<file path="config.mk">
export PLATFORM = sky130hd
export DESIGN_NAME = serblk_dma
export DESIGN_NICKNAME = d
export VERILOG_FILES = /design/src/rtl/serblk_dma_pkg.sv /design/src/rtl/serblk_scratch.sv /design/src/rtl/serblk_mover.sv /design/src/rtl/serblk_irq.sv /design/src/rtl/serblk_dma.sv
export SDC_FILE = /design/constraint.sdc
export NUM_CORES = 2
export LEC_CHECK = 0
export BUFFER_PORTS_ARGS = -buffer_cell sky130_fd_sc_hd__buf_4
export CORE_ASPECT_RATIO = 0.5
export CORE_MARGIN = 1.5
export CORE_UTILIZATION = 45
export DETAILED_ROUTE_END_ITERATION = 10
export SYNTH_ARGS = -nofsm -noshare
export SYNTH_HDL_FRONTEND = slang
export SYNTH_SLANG_ARGS = --single-unit
export TNS_END_PERCENT = 10
</file>
<file path="constraint.sdc">
create_clock -name clk -period 7.6 [get_ports clk]
set_input_delay 1.9 -clock clk [delete_from_list [all_inputs] [get_ports clk]]
set_output_delay 1.9 -clock clk [all_outputs]
set_load 0.01 [all_outputs]
</file>
<file path="src/rtl/serblk_dma_pkg.sv">
`timescale 1ns/1ps
package serblk_dma_pkg;

  typedef enum logic [1:0] {
    MV_IDLE  = 2'd0,
    MV_ISSUE = 2'd1,
    MV_WAIT  = 2'd2
  } mv_state_t;

  typedef enum logic {
    DIR_TO_SCR  = 1'b0,
    DIR_TO_DRAM = 1'b1
  } dir_t;

  // reverse byte order of a word
  function automatic logic [31:0] swap32(input logic [31:0] w);
    return {w[7:0], w[15:8], w[23:16], w[31:24]};
  endfunction

endpackage

</file>
<file path="src/rtl/serblk_scratch.sv">
`timescale 1ns/1ps
module serblk_scratch #(
  parameter int WORDS = 16,
  parameter int DW    = 32,
  localparam int IDX_W = $clog2(WORDS)
) (
  input  logic             clk,
  input  logic             rst_n,
  input  logic             dma_we_i,
  input  logic [IDX_W-1:0] dma_idx_i,
  input  logic [DW-1:0]    dma_wdata_i,
  output logic [DW-1:0]    dma_rdata_o,
  input  logic             host_we_i,
  input  logic [IDX_W-1:0] host_idx_i,
  input  logic [DW-1:0]    host_wdata_i,
  output logic [DW-1:0]    host_rdata_o
);

  logic [DW-1:0] mem_q [WORDS];

  // one register per word; the mover port wins a same-word collision
  for (genvar g = 0; g < WORDS; g++) begin : g_word
    always_ff @(posedge clk or negedge rst_n) begin
      if (!rst_n) begin
        mem_q[g] <= '0;
      end else if (dma_we_i && dma_idx_i == IDX_W'(g)) begin
        mem_q[g] <= dma_wdata_i;
      end else if (host_we_i && host_idx_i == IDX_W'(g)) begin
        mem_q[g] <= host_wdata_i;
      end
    end
  end

  assign dma_rdata_o  = mem_q[dma_idx_i];
  assign host_rdata_o = mem_q[host_idx_i];

endmodule

</file>
<file path="src/rtl/serblk_mover.sv">
`timescale 1ns/1ps
module serblk_mover
  import serblk_dma_pkg::*;
#(
  parameter int      ADDR_W     = 32,
  parameter int      WORDS      = 16,
  parameter int      ALIGN_BITS = 3,
  parameter longint  DRAM_BYTES = 64'h0080_0000,
  localparam int     IDX_W      = $clog2(WORDS)
) (
  input  logic              clk,
  input  logic              rst_n,
  input  logic              go_scr_i,
  input  logic              go_dram_i,
  input  logic [ADDR_W-1:0] addr_i,
  output logic              req_valid_o,
  input  logic              req_ready_i,
  output logic              req_write_o,
  output logic [ADDR_W-1:0] req_addr_o,
  output logic [31:0]       req_wdata_o,
  input  logic              rsp_valid_i,
  output logic              rsp_ready_o,
  input  logic [31:0]       rsp_data_i,
  output logic              scr_we_o,
  output logic [IDX_W-1:0]  scr_idx_o,
  output logic [31:0]       scr_wdata_o,
  input  logic [31:0]       scr_rdata_i,
  output logic              busy_o,
  output logic              done_o
);

  localparam logic signed [ADDR_W-1:0] SIZE_S = ADDR_W'(DRAM_BYTES);
  localparam logic [IDX_W-1:0]         LAST   = IDX_W'(WORDS - 1);

  mv_state_t         state_q;
  dir_t              dir_q;
  logic [IDX_W-1:0]  idx_q;
  logic [ADDR_W-1:0] base_q;

  logic [ADDR_W-1:0] word_addr;
  logic              neg_pos;
  logic              in_range;
  logic              step;
  logic              last;

  assign in_range  = !($signed(addr_i) > SIZE_S);
  assign word_addr = base_q + {{(ADDR_W-IDX_W-2){1'b0}}, idx_q, 2'b00};
  assign neg_pos   = word_addr[ADDR_W-1];
  assign last      = (idx_q == LAST);

  always_comb begin
    step = 1'b0;
    unique case (state_q)
      MV_ISSUE: step = neg_pos || (dir_q == DIR_TO_DRAM && req_ready_i);
      MV_WAIT:  step = rsp_valid_i;
      default:  step = 1'b0;
    endcase
  end

  always_ff @(posedge clk or negedge rst_n) begin
    if (!rst_n) begin
      state_q <= MV_IDLE;
      dir_q   <= DIR_TO_SCR;
      idx_q   <= '0;
      base_q  <= '0;
    end else begin
      unique case (state_q)
        MV_IDLE: begin
          if ((go_scr_i || go_dram_i) && in_range) begin
            state_q <= MV_ISSUE;
            idx_q   <= '0;
            base_q  <= {addr_i[ADDR_W-1:ALIGN_BITS], {ALIGN_BITS{1'b0}}};
            dir_q   <= go_scr_i ? DIR_TO_SCR : DIR_TO_DRAM;
          end
        end
        MV_ISSUE, MV_WAIT: begin
          if (step) begin
            if (last) begin
              state_q <= MV_IDLE;
            end else begin
              idx_q   <= idx_q + 1'b1;
              state_q <= MV_ISSUE;
            end
          end else if (state_q == MV_ISSUE && dir_q == DIR_TO_SCR && req_ready_i) begin
            state_q <= MV_WAIT;
          end
        end
        default: state_q <= MV_IDLE;
      endcase
    end
  end

  assign req_valid_o = (state_q == MV_ISSUE) && !neg_pos;
  assign req_write_o = (dir_q == DIR_TO_DRAM);
  assign req_addr_o  = word_addr;
  assign req_wdata_o = swap32(scr_rdata_i);
  assign rsp_ready_o = (state_q == MV_WAIT);

  assign scr_idx_o   = idx_q;
  assign scr_we_o    = (dir_q == DIR_TO_SCR) &&
                       ((state_q == MV_ISSUE && neg_pos) ||
                        (state_q == MV_WAIT && rsp_valid_i));
  assign scr_wdata_o = (state_q == MV_WAIT) ? swap32(rsp_data_i) : 32'h0;

  assign busy_o = (state_q != MV_IDLE);
  assign done_o = step && last;

endmodule

</file>
<file path="src/rtl/serblk_irq.sv">
`timescale 1ns/1ps
module serblk_irq #(
  parameter int  DELAY_CYCLES = 2304,
  localparam int CNT_W        = $clog2(DELAY_CYCLES + 1)
) (
  input  logic clk,
  input  logic rst_n,
  input  logic done_i,
  input  logic delay_en_i,
  input  logic stat_wr_i,
  input  logic irq_ack_i,
  output logic pend_o,
  output logic stat_irq_o,
  output logic irq_si_o
);

  logic [CNT_W-1:0] cnt_q;
  logic             pend_q;
  logic             fire;

  assign fire = (done_i && !delay_en_i) ||
                (pend_q && cnt_q == CNT_W'(1));

  always_ff @(posedge clk or negedge rst_n) begin
    if (!rst_n) begin
      pend_q <= 1'b0;
      cnt_q  <= '0;
    end else if (done_i && delay_en_i) begin
      pend_q <= 1'b1;
      cnt_q  <= CNT_W'(DELAY_CYCLES);
    end else if (pend_q) begin
      if (cnt_q == CNT_W'(1)) begin
        pend_q <= 1'b0;
      end
      cnt_q <= cnt_q - 1'b1;
    end
  end

  // set wins over clear
  always_ff @(posedge clk or negedge rst_n) begin
    if (!rst_n) begin
      stat_irq_o <= 1'b0;
      irq_si_o   <= 1'b0;
    end else begin
      if (fire)           stat_irq_o <= 1'b1;
      else if (stat_wr_i) stat_irq_o <= 1'b0;
      if (fire)           irq_si_o   <= 1'b1;
      else if (irq_ack_i) irq_si_o   <= 1'b0;
    end
  end

  assign pend_o = pend_q;

endmodule

</file>
<file path="src/rtl/serblk_dma.sv">
`timescale 1ns/1ps
module serblk_dma
  import serblk_dma_pkg::*;
#(
  parameter int     ADDR_W       = 32,
  parameter int     BLOCK_BYTES  = 64,
  parameter int     ALIGN_BITS   = 3,
  parameter longint DRAM_BYTES   = 64'h0080_0000,
  parameter int     DELAY_CYCLES = 2304,
  localparam int    WORDS        = BLOCK_BYTES / 4,
  localparam int    IDX_W        = $clog2(WORDS)
) (
  input  logic              clk,
  input  logic              rst_n,
  input  logic              go_to_scratch_i,
  input  logic              go_to_dram_i,
  input  logic [ADDR_W-1:0] dram_addr_i,
  input  logic              delay_en_i,
  output logic              mem_req_valid_o,
  input  logic              mem_req_ready_i,
  output logic              mem_req_write_o,
  output logic [ADDR_W-1:0] mem_req_addr_o,
  output logic [31:0]       mem_req_wdata_o,
  input  logic              mem_rsp_valid_i,
  output logic              mem_rsp_ready_o,
  input  logic [31:0]       mem_rsp_data_i,
  input  logic [IDX_W-1:0]  host_idx_i,
  input  logic              host_we_i,
  input  logic [31:0]       host_wdata_i,
  output logic [31:0]       host_rdata_o,
  output logic              busy_o,
  output logic              stat_irq_o,
  input  logic              stat_wr_i,
  output logic              irq_si_o,
  input  logic              irq_ack_i
);

  logic             mv_busy;
  logic             mv_done;
  logic             irq_pend;
  logic             go_scr;
  logic             go_dram;
  logic             scr_we;
  logic [IDX_W-1:0] scr_idx;
  logic [31:0]      scr_wdata;
  logic [31:0]      scr_rdata;

  assign busy_o  = mv_busy || irq_pend;
  assign go_scr  = go_to_scratch_i && !busy_o;
  assign go_dram = go_to_dram_i && !busy_o;

  serblk_mover #(
    .ADDR_W     (ADDR_W),
    .WORDS      (WORDS),
    .ALIGN_BITS (ALIGN_BITS),
    .DRAM_BYTES (DRAM_BYTES)
  ) mover_i (
    .clk         (clk),
    .rst_n       (rst_n),
    .go_scr_i    (go_scr),
    .go_dram_i   (go_dram),
    .addr_i      (dram_addr_i),
    .req_valid_o (mem_req_valid_o),
    .req_ready_i (mem_req_ready_i),
    .req_write_o (mem_req_write_o),
    .req_addr_o  (mem_req_addr_o),
    .req_wdata_o (mem_req_wdata_o),
    .rsp_valid_i (mem_rsp_valid_i),
    .rsp_ready_o (mem_rsp_ready_o),
    .rsp_data_i  (mem_rsp_data_i),
    .scr_we_o    (scr_we),
    .scr_idx_o   (scr_idx),
    .scr_wdata_o (scr_wdata),
    .scr_rdata_i (scr_rdata),
    .busy_o      (mv_busy),
    .done_o      (mv_done)
  );

  serblk_scratch #(
    .WORDS (WORDS),
    .DW    (32)
  ) scratch_i (
    .clk          (clk),
    .rst_n        (rst_n),
    .dma_we_i     (scr_we),
    .dma_idx_i    (scr_idx),
    .dma_wdata_i  (scr_wdata),
    .dma_rdata_o  (scr_rdata),
    .host_we_i    (host_we_i),
    .host_idx_i   (host_idx_i),
    .host_wdata_i (host_wdata_i),
    .host_rdata_o (host_rdata_o)
  );

  serblk_irq #(
    .DELAY_CYCLES (DELAY_CYCLES)
  ) irq_i (
    .clk        (clk),
    .rst_n      (rst_n),
    .done_i     (mv_done),
    .delay_en_i (delay_en_i),
    .stat_wr_i  (stat_wr_i),
    .irq_ack_i  (irq_ack_i),
    .pend_o     (irq_pend),
    .stat_irq_o (stat_irq_o),
    .irq_si_o   (irq_si_o)
  );

endmodule

</file>
==> results.md <==
* Final setup viols at 0
* Top-area cell type share of the netlist area at 0.4010
* Post-synth top cells: 1026 x mux2i_1, 563 x dfrtp_1, 320 x mux4_2, 174 x clkbuf_1, 57 x nand2_1
* Crit start category: input port
* Slew HR at 0.2179
* Syn avg cell area at 14.08 um2
* EDFF count, synth at 0
* RSZ-0062 raised after global routing: false
* Sequential share of the synthesized area at 0.4010
* Min Hold Slack at 0.5242 ns
* Die area at 79860 um2
* Clock sinks at 563
* Worst setup EP type: primary output
* Num CTS Buffers at 54
* Num rows at 72
* Cell Pwr Density at 335.6 nW/um2
* DR vias/cell at 6.408
* Yosys cell types at 54
* Resized Gates After CTS at 0
* Async set-reset flop share out of synthesis at 1.000
* Core Region at 77290 um2
* Post-route clock period utilization at 0.8000
* Post-synth top flop: dfrtp_1
* Period minus WS final at 6.080 ns
* Antenna violations before repair at 0
* Maximum clock path buffer count at 3
* Chip height at 200.6 um
* Gate count of the mapped netlist at 2496
* Grt ovf at 0
* FMAX at 164.5 MHz
* Syn-to-layout area delta at 11.27%
* Io pins at 212
* Flops & latches, synth at 563
* Antenna Cells at 0
* # port buffers at 209
* Max-cap viol count at 0
* Setup CP Type: in2out
* Tightest Hold Check Type: reg2reg
* Layout cells sized above 1 at 0.2799
* Starting density of the core at 0.4545
* Clock H-tree levels at 2
* Gr usage total at 0.2809
* Final Slew Violations at 0
* Cts hold-fix bufs at 0
* Final wirelength at 111500 um
* Synth warn at 0
* Global-route wire length before repair at 166500 um
* Clock skew at 0.02180 ns
* Initial DRC count at 2003
* Dominant cell by count in the synthesized netlist: mux2i_1
* Register-to-Register Path Depth at 9
* Vias in the first global route at 24.03k
* DRT Pass-1 Iters at 5
* Maximum fanout along the worst path at 89
* Hold Path Cell Cnt at 1
* Die Wd at 398.2 um
* Worst-margin pin slew at 1.170 ns
* Outcome: completed
* Placer congestion estimate at 0.8137
* Fin. Hold Viols at 0
* Worst r2r src: mover_i.scr_idx_o[2]
* Vias after detailed routing at 23.22k
* Post-CTS setup buffer count at 0
* Layout Nets at 2667
* Post-DP HPWL at 60790 um
* Fill count at 6641
* Arrival time of the worst setup path at 4.18 ns
* Maximum ir drop on the vdd rail at 0.2458 mV
* Final antenna-violating net count at 0
* Largest net degree at the start of global routing at 143
* Clk root buf: clkbuf_16
* WL/cell at 30.78 um
* DRC errors left at 0
* Netlist Area Pre-Place at 35130 um2
* Clk Latency, worst-skew pair at 0.64 ns
* Min-Delay Startpoint: mover_i.base_q[3]
* TNS Setup at 0 ns
* Setup slack, reg-to-reg at 2.67 ns
* Leading area contributor after synthesis: dfrtp_1
* Clk slew on worst S/H paths at 0.06 ns
* Worst hold endpoint: mover_i.base_q[3]
* Leak at 0.01874 uW
* Reg-to-reg endpoint: scratch_i.mem_q[33]
* CTS tree: yes
* Critical path data required time at 5.70 ns
* Top cells by area, synth: dfrtp_1 40%, mux2i_1 29%, mux4_2 21%, clkbuf_1 1.9%, buf_6 1.4%
-- how the worst max path moves through the flow --
| stage | from | end | slack [ns] | cells past startpoint |
|---|---|---|---|---|
| 4_1_cts | host_idx_i[0] | host_rdata_o[11] | 1.50 | 5 |
| 2_1_floorplan | host_idx_i[0] | host_rdata_o[0] | 1.72 | 5 |
| 3_5_place_dp | host_idx_i[0] | host_rdata_o[11] | 1.49 | 5 |
| 6_report | host_idx_i[1] | host_rdata_o[31] | 1.52 | 5 |
| 5_1_grt | host_idx_i[0] | host_rdata_o[26] | 1.42 | 5 |
| 3_3_place_gp | host_idx_i[0] | host_rdata_o[11] | 1.53 | 5 |
-- final cells by class --
| type | instances | area, um2 | share of cell area |
|---|---|---|---|
| clock buffers | 85 | 1619 | 0.04141 |
| clock inverters | 15 | 214.0 | 0.005473 |
| inverters | 12 | 45.04 | 0.001152 |
| multi-input cells | 1663 | 19820 | 0.5069 |
| flip-flops and latches | 563 | 14100 | 0.3608 |
| well taps | 1036 | 1296 | 0.03316 |
| repair buffers | 249 | 2001 | 0.05118 |
-- registers in the layout, summed over array words and instances, names as in the netlist --
register             count
irq_i.stat_irq_o         1
irq_i.cnt_q             12
mover_i.scr_idx_o        4
mover_i.base_q          29
mover_i.req_write_o      1
irq_i.pend_o             1
scratch_i.mem_q        512
irq_i.irq_si_o           1
mover_i.state_q          2
-- cells in the final DEF (no fill, tap or decap), drive strengths merged, types with 5 or more instances in the layout --
| cell | n |
|---|---|
| and3 | 5 |
| nand3 | 11 |
| dfrtp | 563 |
| clkbuf | 85 |
| clkinv | 5 |
| xnor2 | 21 |
| ha | 13 |
| mux2i | 1026 |
| mux2 | 30 |
| bufinv | 5 |
| nor3 | 12 |
| inv | 13 |
| nor4 | 10 |
| mux4 | 320 |
| nand2b | 18 |
| nor2 | 42 |
| xor2 | 14 |
| nand4 | 13 |
| nand2 | 67 |
| or3 | 5 |
| o21ai | 6 |
| nor3b | 6 |
| buf | 249 |
-- routing by layer --
| layer | up-vias | part of all wire | GRT usage |
|---|---|---|---|
| met1 | 12580 | 0.45 | 0.4096 |
| met2 | 847 | 0.47 | 0.4410 |
| li1 | 9659 | - | - |
| met4 | 0 | 0.020 | 0.06247 |
| met5 | - | 0 | 0 |
| met3 | 134 | 0.063 | 0.04700 |
-- worst max-delay path, stage by stage --
cell	delay, ns
buf_6	0.76
buf_12	0.38
mux4_2	0.35
mux4_2	0.54
buf_4	0.18
-- kinds of logic (layout without fill, tap and decap cells) --
family,count (synthesis),count (layout),synth area share
flip-flops,563,563,0.4010
AND/OR/NAND/NOR,208,208,0.03273
adder cells (fa/ha/maj),14,14,0.005200
other,1,2,0.0001067
AO/OA/AOI/OAI,28,28,0.005556
multiplexers,1376,1376,0.5071
XOR/XNOR,35,35,0.008725
buffers and inverters,271,361,0.03964
-- where the power goes --
part	internal, uW	switching, uW	leakage (uW)
combinational	2880	2280	0.0109
clock	1630	1260	0.000887
sequential	4020	1040	0.00690
total	8540	4580	0.0187
-- stage by stage --
stage                     cell area [um2]  cells  setup slack (ns)  utilization  power [uW]
after detailed placement            37260   3523             1.494       0.4821       10250
final                               39090   3623             1.520       0.5058       13120
after global placement              37260   3523             1.529       0.4821       10150
after floorplan                     35140   2497             1.724            -        8408
after global routing                39090   3623             1.416       0.5058       13790
after CTS                           39090   3623             1.495       0.5058       13160
(Power assumes the default switching activity.)
